### src/rtl/uart_txq_pkg.sv
package uart_txq_pkg;

    typedef enum logic [1:0] {
        FMT_8N = 2'b00,
        FMT_8E = 2'b01,
        FMT_8O = 2'b10,
        FMT_9N = 2'b11
    } fmt_e;

    typedef enum logic [2:0] {
        PH_IDLE,
        PH_ARMED,
        PH_START,
        PH_DATA,
        PH_PAR,
        PH_STOP
    } phase_e;

endpackage

### src/rtl/uart_txq_fifo.sv
module uart_txq_fifo #(
    parameter int DEPTH = 4,
    parameter int WIDTH = 9
) (
    input  logic             clk,
    input  logic             rst_n,
    input  logic             flush,
    input  logic             push,
    input  logic [WIDTH-1:0] push_data,
    input  logic             pop,
    output logic [WIDTH-1:0] head,
    output logic             full,
    output logic             empty
);
    localparam int PW = (DEPTH > 1) ? $clog2(DEPTH) : 1;
    localparam int CW = $clog2(DEPTH + 1);
    localparam logic [CW-1:0] CNT_MAX = CW'(DEPTH);
    localparam logic [PW-1:0] PTR_MAX = PW'(DEPTH - 1);

    typedef struct packed {
        logic [DEPTH-1:0][WIDTH-1:0] mem;
        logic [PW-1:0]               rd;
        logic [PW-1:0]               wr;
        logic [CW-1:0]               cnt;
    } fifo_t;

    fifo_t q, d;
    logic  do_push, do_pop;

    always_comb begin
        d       = q;
        do_push = push && (q.cnt != CNT_MAX);
        do_pop  = pop && (q.cnt != '0);
        if (do_push) begin
            d.mem[q.wr] = push_data;
            d.wr        = (q.wr == PTR_MAX) ? '0 : q.wr + 1'b1;
        end
        if (do_pop) begin
            d.rd = (q.rd == PTR_MAX) ? '0 : q.rd + 1'b1;
        end
        case ({do_push, do_pop})
            2'b10:   d.cnt = q.cnt + 1'b1;
            2'b01:   d.cnt = q.cnt - 1'b1;
            default: d.cnt = q.cnt;
        endcase
        if (flush) begin
            d.rd  = '0;
            d.wr  = '0;
            d.cnt = '0;
        end
    end

    always_ff @(posedge clk or negedge rst_n) begin
        if (!rst_n) begin
            q <= '0;
        end else begin
            q <= d;
        end
    end

    assign head  = q.mem[q.rd];
    assign full  = (q.cnt == CNT_MAX);
    assign empty = (q.cnt == '0);

endmodule

### src/rtl/uart_txq_shift.sv
module uart_txq_shift
    import uart_txq_pkg::*;
#(
    parameter int DATA_W = 8,
    parameter int OVS    = 16
) (
    input  logic            clk,
    input  logic            rst_n,
    input  logic            abort,
    input  logic            load,
    input  logic            load_now,
    input  logic [DATA_W:0] load_data,
    input  logic [1:0]      fmt,
    input  logic            two_stop,
    input  logic            baud_tick,
    output logic            tx,
    output logic            busy
);
    localparam int WORD_W = DATA_W + 1;
    localparam int SW     = (OVS > 1) ? $clog2(OVS) : 1;
    localparam int IW     = $clog2(WORD_W);
    localparam logic [SW-1:0] SUB_LAST  = SW'(OVS - 1);
    localparam logic [IW-1:0] LAST_WIDE = IW'(DATA_W);
    localparam logic [IW-1:0] LAST_NARR = IW'(DATA_W - 1);

    typedef struct packed {
        phase_e            phase;
        logic [SW-1:0]     sub;
        logic [IW-1:0]     idx;
        logic [IW-1:0]     last;
        logic [WORD_W-1:0] sreg;
        logic              par_en;
        logic              par_val;
        logic              stop_more;
    } shift_t;

    shift_t q, d;
    fmt_e   f;
    logic   bit_end;
    logic   in_bit;

    always_comb begin
        d       = q;
        f       = fmt_e'(fmt);
        in_bit  = (q.phase == PH_START) || (q.phase == PH_DATA) ||
                  (q.phase == PH_PAR)   || (q.phase == PH_STOP);
        bit_end = in_bit && baud_tick && (q.sub == SUB_LAST);

        if (in_bit && baud_tick) begin
            d.sub = bit_end ? '0 : q.sub + 1'b1;
        end

        case (q.phase)
            PH_IDLE: begin
                if (load) begin
                    d.sreg      = (f == FMT_9N) ? load_data
                                                : {1'b0, load_data[DATA_W-1:0]};
                    d.last      = (f == FMT_9N) ? LAST_WIDE : LAST_NARR;
                    d.par_en    = (f == FMT_8E) || (f == FMT_8O);
                    d.par_val   = (^load_data[DATA_W-1:0]) ^ (f == FMT_8O);
                    d.stop_more = two_stop;
                    d.idx       = '0;
                    d.sub       = '0;
                    d.phase     = load_now ? PH_START : PH_ARMED;
                end
            end
            PH_ARMED: begin
                if (baud_tick) begin
                    d.phase = PH_START;
                    d.sub   = '0;
                end
            end
            PH_START: begin
                if (bit_end) begin
                    d.phase = PH_DATA;
                    d.idx   = '0;
                end
            end
            PH_DATA: begin
                if (bit_end) begin
                    d.sreg = q.sreg >> 1;
                    if (q.idx == q.last) begin
                        d.phase = q.par_en ? PH_PAR : PH_STOP;
                    end else begin
                        d.idx = q.idx + 1'b1;
                    end
                end
            end
            PH_PAR: begin
                if (bit_end) begin
                    d.phase = PH_STOP;
                end
            end
            PH_STOP: begin
                if (bit_end) begin
                    if (q.stop_more) begin
                        d.stop_more = 1'b0;
                    end else begin
                        d.phase = PH_IDLE;
                    end
                end
            end
            default: d.phase = PH_IDLE;
        endcase

        if (abort) begin
            d.phase = PH_IDLE;
            d.sub   = '0;
            d.idx   = '0;
        end
    end

    always_ff @(posedge clk or negedge rst_n) begin
        if (!rst_n) begin
            q       <= '0;
            q.phase <= PH_IDLE;
        end else begin
            q <= d;
        end
    end

    always_comb begin
        case (q.phase)
            PH_START: tx = 1'b0;
            PH_DATA:  tx = q.sreg[0];
            PH_PAR:   tx = q.par_val;
            default:  tx = 1'b1;
        endcase
    end

    assign busy = (q.phase != PH_IDLE);

endmodule

### src/rtl/uart_txq.sv
module uart_txq
    import uart_txq_pkg::*;
#(
    parameter int DATA_W     = 8,
    parameter int FIFO_DEPTH = 4,
    parameter int OVS        = 16
) (
    input  logic            clk,
    input  logic            rst_n,
    input  logic            en_wr,
    input  logic            en_mod,
    input  logic            en_xmit,
    input  logic            fmt_wr,
    input  logic [1:0]      fmt_sel,
    input  logic            fmt_two_stop,
    input  logic            fmt_irq_sel,
    input  logic            data_wr,
    input  logic [DATA_W:0] data_in,
    input  logic            baud_tick,
    output logic            tx_o,
    output logic            buf_full_o,
    output logic            all_sent_o,
    output logic            xmit_en_o,
    output logic            irq_o
);
    localparam int WORD_W = DATA_W + 1;

    typedef struct packed {
        logic       mod_en;
        logic       xmit_en;
        logic [1:0] fmt;
        logic       two_stop;
        logic       irq_sel;
        logic       fresh;
        logic       empty_prev;
        logic       irq;
    } ctl_t;

    ctl_t              q, d;
    logic              disable_req;
    logic              load;
    logic              push;
    logic              all_sent;
    logic              sh_busy;
    logic              sh_tx;
    logic              fifo_full;
    logic              fifo_empty;
    logic [WORD_W-1:0] fifo_head;

    always_comb begin
        d           = q;
        disable_req = en_wr && !en_mod;
        push        = data_wr && q.mod_en;
        load        = q.mod_en && q.xmit_en && !sh_busy && !fifo_empty;
        all_sent    = !sh_busy && fifo_empty;

        if (en_wr) begin
            d.mod_en  = en_mod;
            d.xmit_en = en_mod && en_xmit;
        end
        if (fmt_wr) begin
            d.fmt      = fmt_sel;
            d.two_stop = fmt_two_stop;
            d.irq_sel  = fmt_irq_sel;
        end

        d.fresh      = !q.xmit_en;
        d.empty_prev = all_sent;
        d.irq        = q.mod_en && !disable_req &&
                       (q.irq_sel ? (all_sent && !q.empty_prev) : load);
    end

    always_ff @(posedge clk or negedge rst_n) begin
        if (!rst_n) begin
            q            <= '0;
            q.fmt        <= FMT_8N;
            q.fresh      <= 1'b1;
            q.empty_prev <= 1'b1;
        end else begin
            q <= d;
        end
    end

    uart_txq_fifo #(
        .DEPTH (FIFO_DEPTH),
        .WIDTH (WORD_W)
    ) u_fifo (
        .clk       (clk),
        .rst_n     (rst_n),
        .flush     (disable_req),
        .push      (push),
        .push_data (data_in),
        .pop       (load),
        .head      (fifo_head),
        .full      (fifo_full),
        .empty     (fifo_empty)
    );

    uart_txq_shift #(
        .DATA_W (DATA_W),
        .OVS    (OVS)
    ) u_shift (
        .clk       (clk),
        .rst_n     (rst_n),
        .abort     (disable_req),
        .load      (load),
        .load_now  (q.fresh),
        .load_data (fifo_head),
        .fmt       (q.fmt),
        .two_stop  (q.two_stop),
        .baud_tick (baud_tick),
        .tx        (sh_tx),
        .busy      (sh_busy)
    );

    assign tx_o       = sh_tx;
    assign buf_full_o = fifo_full;
    assign all_sent_o = all_sent;
    assign xmit_en_o  = q.xmit_en;
    assign irq_o      = q.irq;

endmodule

### config.mk
export PLATFORM = sky130hd
export DESIGN_NAME = uart_txq
export DESIGN_NICKNAME = d
export VERILOG_FILES = /design/src/rtl/uart_txq_pkg.sv /design/src/rtl/uart_txq_fifo.sv /design/src/rtl/uart_txq_shift.sv /design/src/rtl/uart_txq.sv
export SDC_FILE = /design/constraint.sdc
export NUM_CORES = 1
export LEC_CHECK = 0
export BUFFER_PORTS_ARGS = -buffer_cell sky130_fd_sc_hd__buf_2
export CAP_MARGIN = 5
export CORE_UTILIZATION = 50
export CTS_CLUSTER_SIZE = 8
export DETAILED_ROUTE_END_ITERATION = 10
export GPL_ROUTABILITY_DRIVEN = 0
export PLACE_DENSITY_LB_ADDON = 0.05
export SYNTH_ARGS = -nofsm -noshare
export SYNTH_HDL_FRONTEND = slang
export SYNTH_SLANG_ARGS = --single-unit
### constraint.sdc
create_clock -name clk -period 2.6 [get_ports clk]
set_input_delay 0.13 -clock clk [delete_from_list [all_inputs] [get_ports clk]]
set_output_delay 0.13 -clock clk [all_outputs]
set_load 0.01 [all_outputs]
==> metrics.csv <==
stage,metric,value,unit
outcome,status,"finished, final reports clean",
critical_path,Crit path arrival time,2700,ps
logic_synthesis,synthesized cell area,0.00384,mm^2
power,Peak VDD IR,0.516,mV
critical_path,worst path cell trace,inv_1 > ha_1 > nand2_1 > or2_0 > a22o_1 > a221oi_1 > mux2_2 > nor2_1,
drt,total number of vias,2697,
timing,Fin. Hold Viols,0,
logic_synthesis,Mapped Nets,370,
drt,Initial DRT Pass Iterations,4,
global_route,first-pass GRT wire length,13000,um
place,Port Buf Inserts,25,
logic_synthesis,Mapped Avg Cell Area,11.4,um^2
logic_synthesis,Syn Inst Count,337,
clock_network,CTS tree,yes,
timing,hold slack,13.3,ps
global_route,grt ovf,0,
power,total power,4.15,mW
final_layout,area growth from synthesis to layout,13.8,%
drt,met3 WL,242,um
drt,ANT nets after route,0,
drt,Initial DRC Count,183,
die,Die Y,89.7,um
clock_network,Post-CTS Setup Repair Bufs,0,
critical_path,critical-path cell with the highest stage delay,dfrtp_1,
drt,via density per instance,5.61,
final_layout,Final nets,410,
clock_network,"Clk Latency, worst-skew pair",350,ps
timing,final cycle utilization of the critical path,93.2,%
final_layout,Inserted Diodes,0,
global_route,GRT Total Usage,21.9,%
die,io pins,26,
logic_synthesis,Yosys cell types,54,
logic_synthesis,Synth Register Bits,77,
clock_network,CTS Sinks,77,
place,"worst slack, placed",221,ps
timing,clk_skew,12.4,ps
place,"Cell Area, Placed",0.00416,mm^2
timing,Final setup violation count,0,
clock_network,clk slew on worst S/H paths,90,ps
drt,wire per inst,16.2,um
die,Core Rows,31,
critical_path,startpoint class of the critical path,flip-flop,
timing,final setup TNS,0,ps
power,PwrDens,948,mW/mm^2
clock_network,H-tree levels,3,
drt,Max Used Layer,met4,
clock_network,CTS Buf Count,9,
logic_synthesis,cell taking the most area after synthesis,dfrtp_1,
critical_path,critical path endpoint category,flip-flop,
drt,DRC Markers,0,
final_layout,final std cells w/o fill,481,
logic_synthesis,YS warnings,0,
timing,Rel. slew slack,35.3,%
logic_synthesis,sequential element share of the synthesized area,50.2,%
timing,RSZ-0062 raised after global routing,no,
critical_path,crit path buf inv count,1,
logic_synthesis,ys flop type,dfrtp_1,
final_layout,Final Core Density,59.7,%
drt,Routed WL,7800,um
timing,Worst Slack Setup Final,178,ps
critical_path,CP required,2880,ps
global_route,largest net degree at the start of global routing,78,
final_layout,layout cells sized above 1,28.8,%
critical_path,WS Path Type,flip-flop to flip-flop,
die,die area,0.00804,mm^2
logic_synthesis,Area contributors post-synth,"dfrtp_1 49%, mux2_2 12%, nand2_1 4.7%, mux4_1 4.1%, ha_1 3.6%",
place,dpl cells,464,
logic_synthesis,asr flop ratio synth,100,%
global_route,antenna violations before repair,0,
place,hpwl dp,5430,um
clock_network,post-CTS resize count,0,
clock_network,Clock Path Buffers,2,
timing,Max Fclk,413,MHz
final_layout,"commonest non-fill, non-tap cell in the layout",dfrtp_1,
critical_path,CP max stage delay,430,ps
die,core box area,0.00733,mm^2
die,Die W,89.7,um
worst_hold_path,worst hold-check path type,input pin to flip-flop,
timing,max-slew violation count,0,
final_layout,cell area after layout,0.00437,mm^2
timing,min cycle time layout,2420,ps
critical_path,Crit path max-delay family,compound AO/OA/AOI/OAI gates,
global_route,vias in the first global route,2659,
die,starting density of the core,52.4,%
drt,met2 WL,3730,um
final_layout,most frequent cells in the layout,"75 x dfrtp_1, 48 x nand2_1, 41 x mux2_2",
flow_run,Max Cap Viol,0,
logic_synthesis,Synth top area share,48.8,%
timing,Slew @ Worst Pin,970,ps
logic_synthesis,number of flops mapped to enable cells by yosys,0,
power,Static Leakage,2.00,nW
drt,wl on met1,3600,um
clock_network,CTS Root Cell,clkbuf_8,
critical_path,worst-path maximum fanout,6,
[what timing repair did]
item	in CTS	in global routing
hold endpoints to repair	75	0
endpoints found under the setup margin	0	0
hold buffers	1	0
[layout make-up]
cell class / instances / area [um^2]
fill: 612 / 2960
tap: 99 / 124
inverter: 11 / 41.3
timing repair buffer: 42 / 258
multi-input combinational: 236 / 1820
clock inverter: 6 / 67.6
clock buffer: 10 / 138
sequential: 77 / 1930
[path summary, 6_finish.rpt]
kind	to	depth (start not counted)	from	slack [ps]
worst max-delay path	u_shift.q[25]	8	u_shift.q[25]	180
worst min-delay path	q[6]	2	fmt_sel[1]	10
worst max register to register	u_shift.q[25]	8	u_shift.q[25]	180
worst min register to register	q[2]	1	xmit_en_o	460
max in group asynchronous	u_fifo.q[41]	2	rst_n	1490
min in group asynchronous	u_shift.q[22]	2	rst_n	480
[synth_stat cells, types with 4 or more instances]
| cell type | instances |
|---|---|
| dfrtp_1 | 75 |
| nand2_1 | 48 |
| mux2_2 | 41 |
| o21ai_0 | 19 |
| nor2_1 | 17 |
| a21oi_1 | 11 |
| ha_1 | 11 |
| inv_1 | 10 |
| nand3_1 | 10 |
| clkbuf_1 | 9 |
| xnor2_1 | 9 |
| a22oi_1 | 8 |
| mux4_1 | 6 |
| nand2_2 | 4 |
[cell families (layout without fill, tap and decap cells)]
family,count (synthesis),after routing,synth area share (%)
xor gates and xnor gates,11,11,2.70
and+or+nand+nor,105,105,12.8
buffers and inverters,24,69,2.57
muxes,51,51,18.1
AOI/OAI and AO/OA,57,57,9.57
DFF,77,77,50.2
adders and majority gates,12,12,4.10
[flip-flops by register name, summed over array words and instances, names as in the netlist]
name / count
u_fifo.q: 43
u_shift.q: 25
q: 7
irq_o: 1
xmit_en_o: 1
[worst reg2reg max path, cell delays in order (launching register included)]
cell	delay, ps
dfrtp_1	430
inv_1	110
ha_1	300
nand2_1	90
or2_0	330
a22o_1	210
a221oi_1	420
mux2_2	390
nor2_1	80
[report_power, final]
group	switching [mW]	leakage (nW)	total, mW	internal, mW
Clock	0.467	0.0993	0.942	0.475
Combinational	0.605	0.918	1.38	0.771
Sequential	0.233	0.980	1.83	1.60
[per-layer routing]
layer  vias to the layer above  track usage, %
met3                        16            3.66
met2                        50            35.7
met4                         0            11.1
met5                         -               0
li1                       1300               -
met1                      1331            28.3
Power figures use the tool's default switching activity.
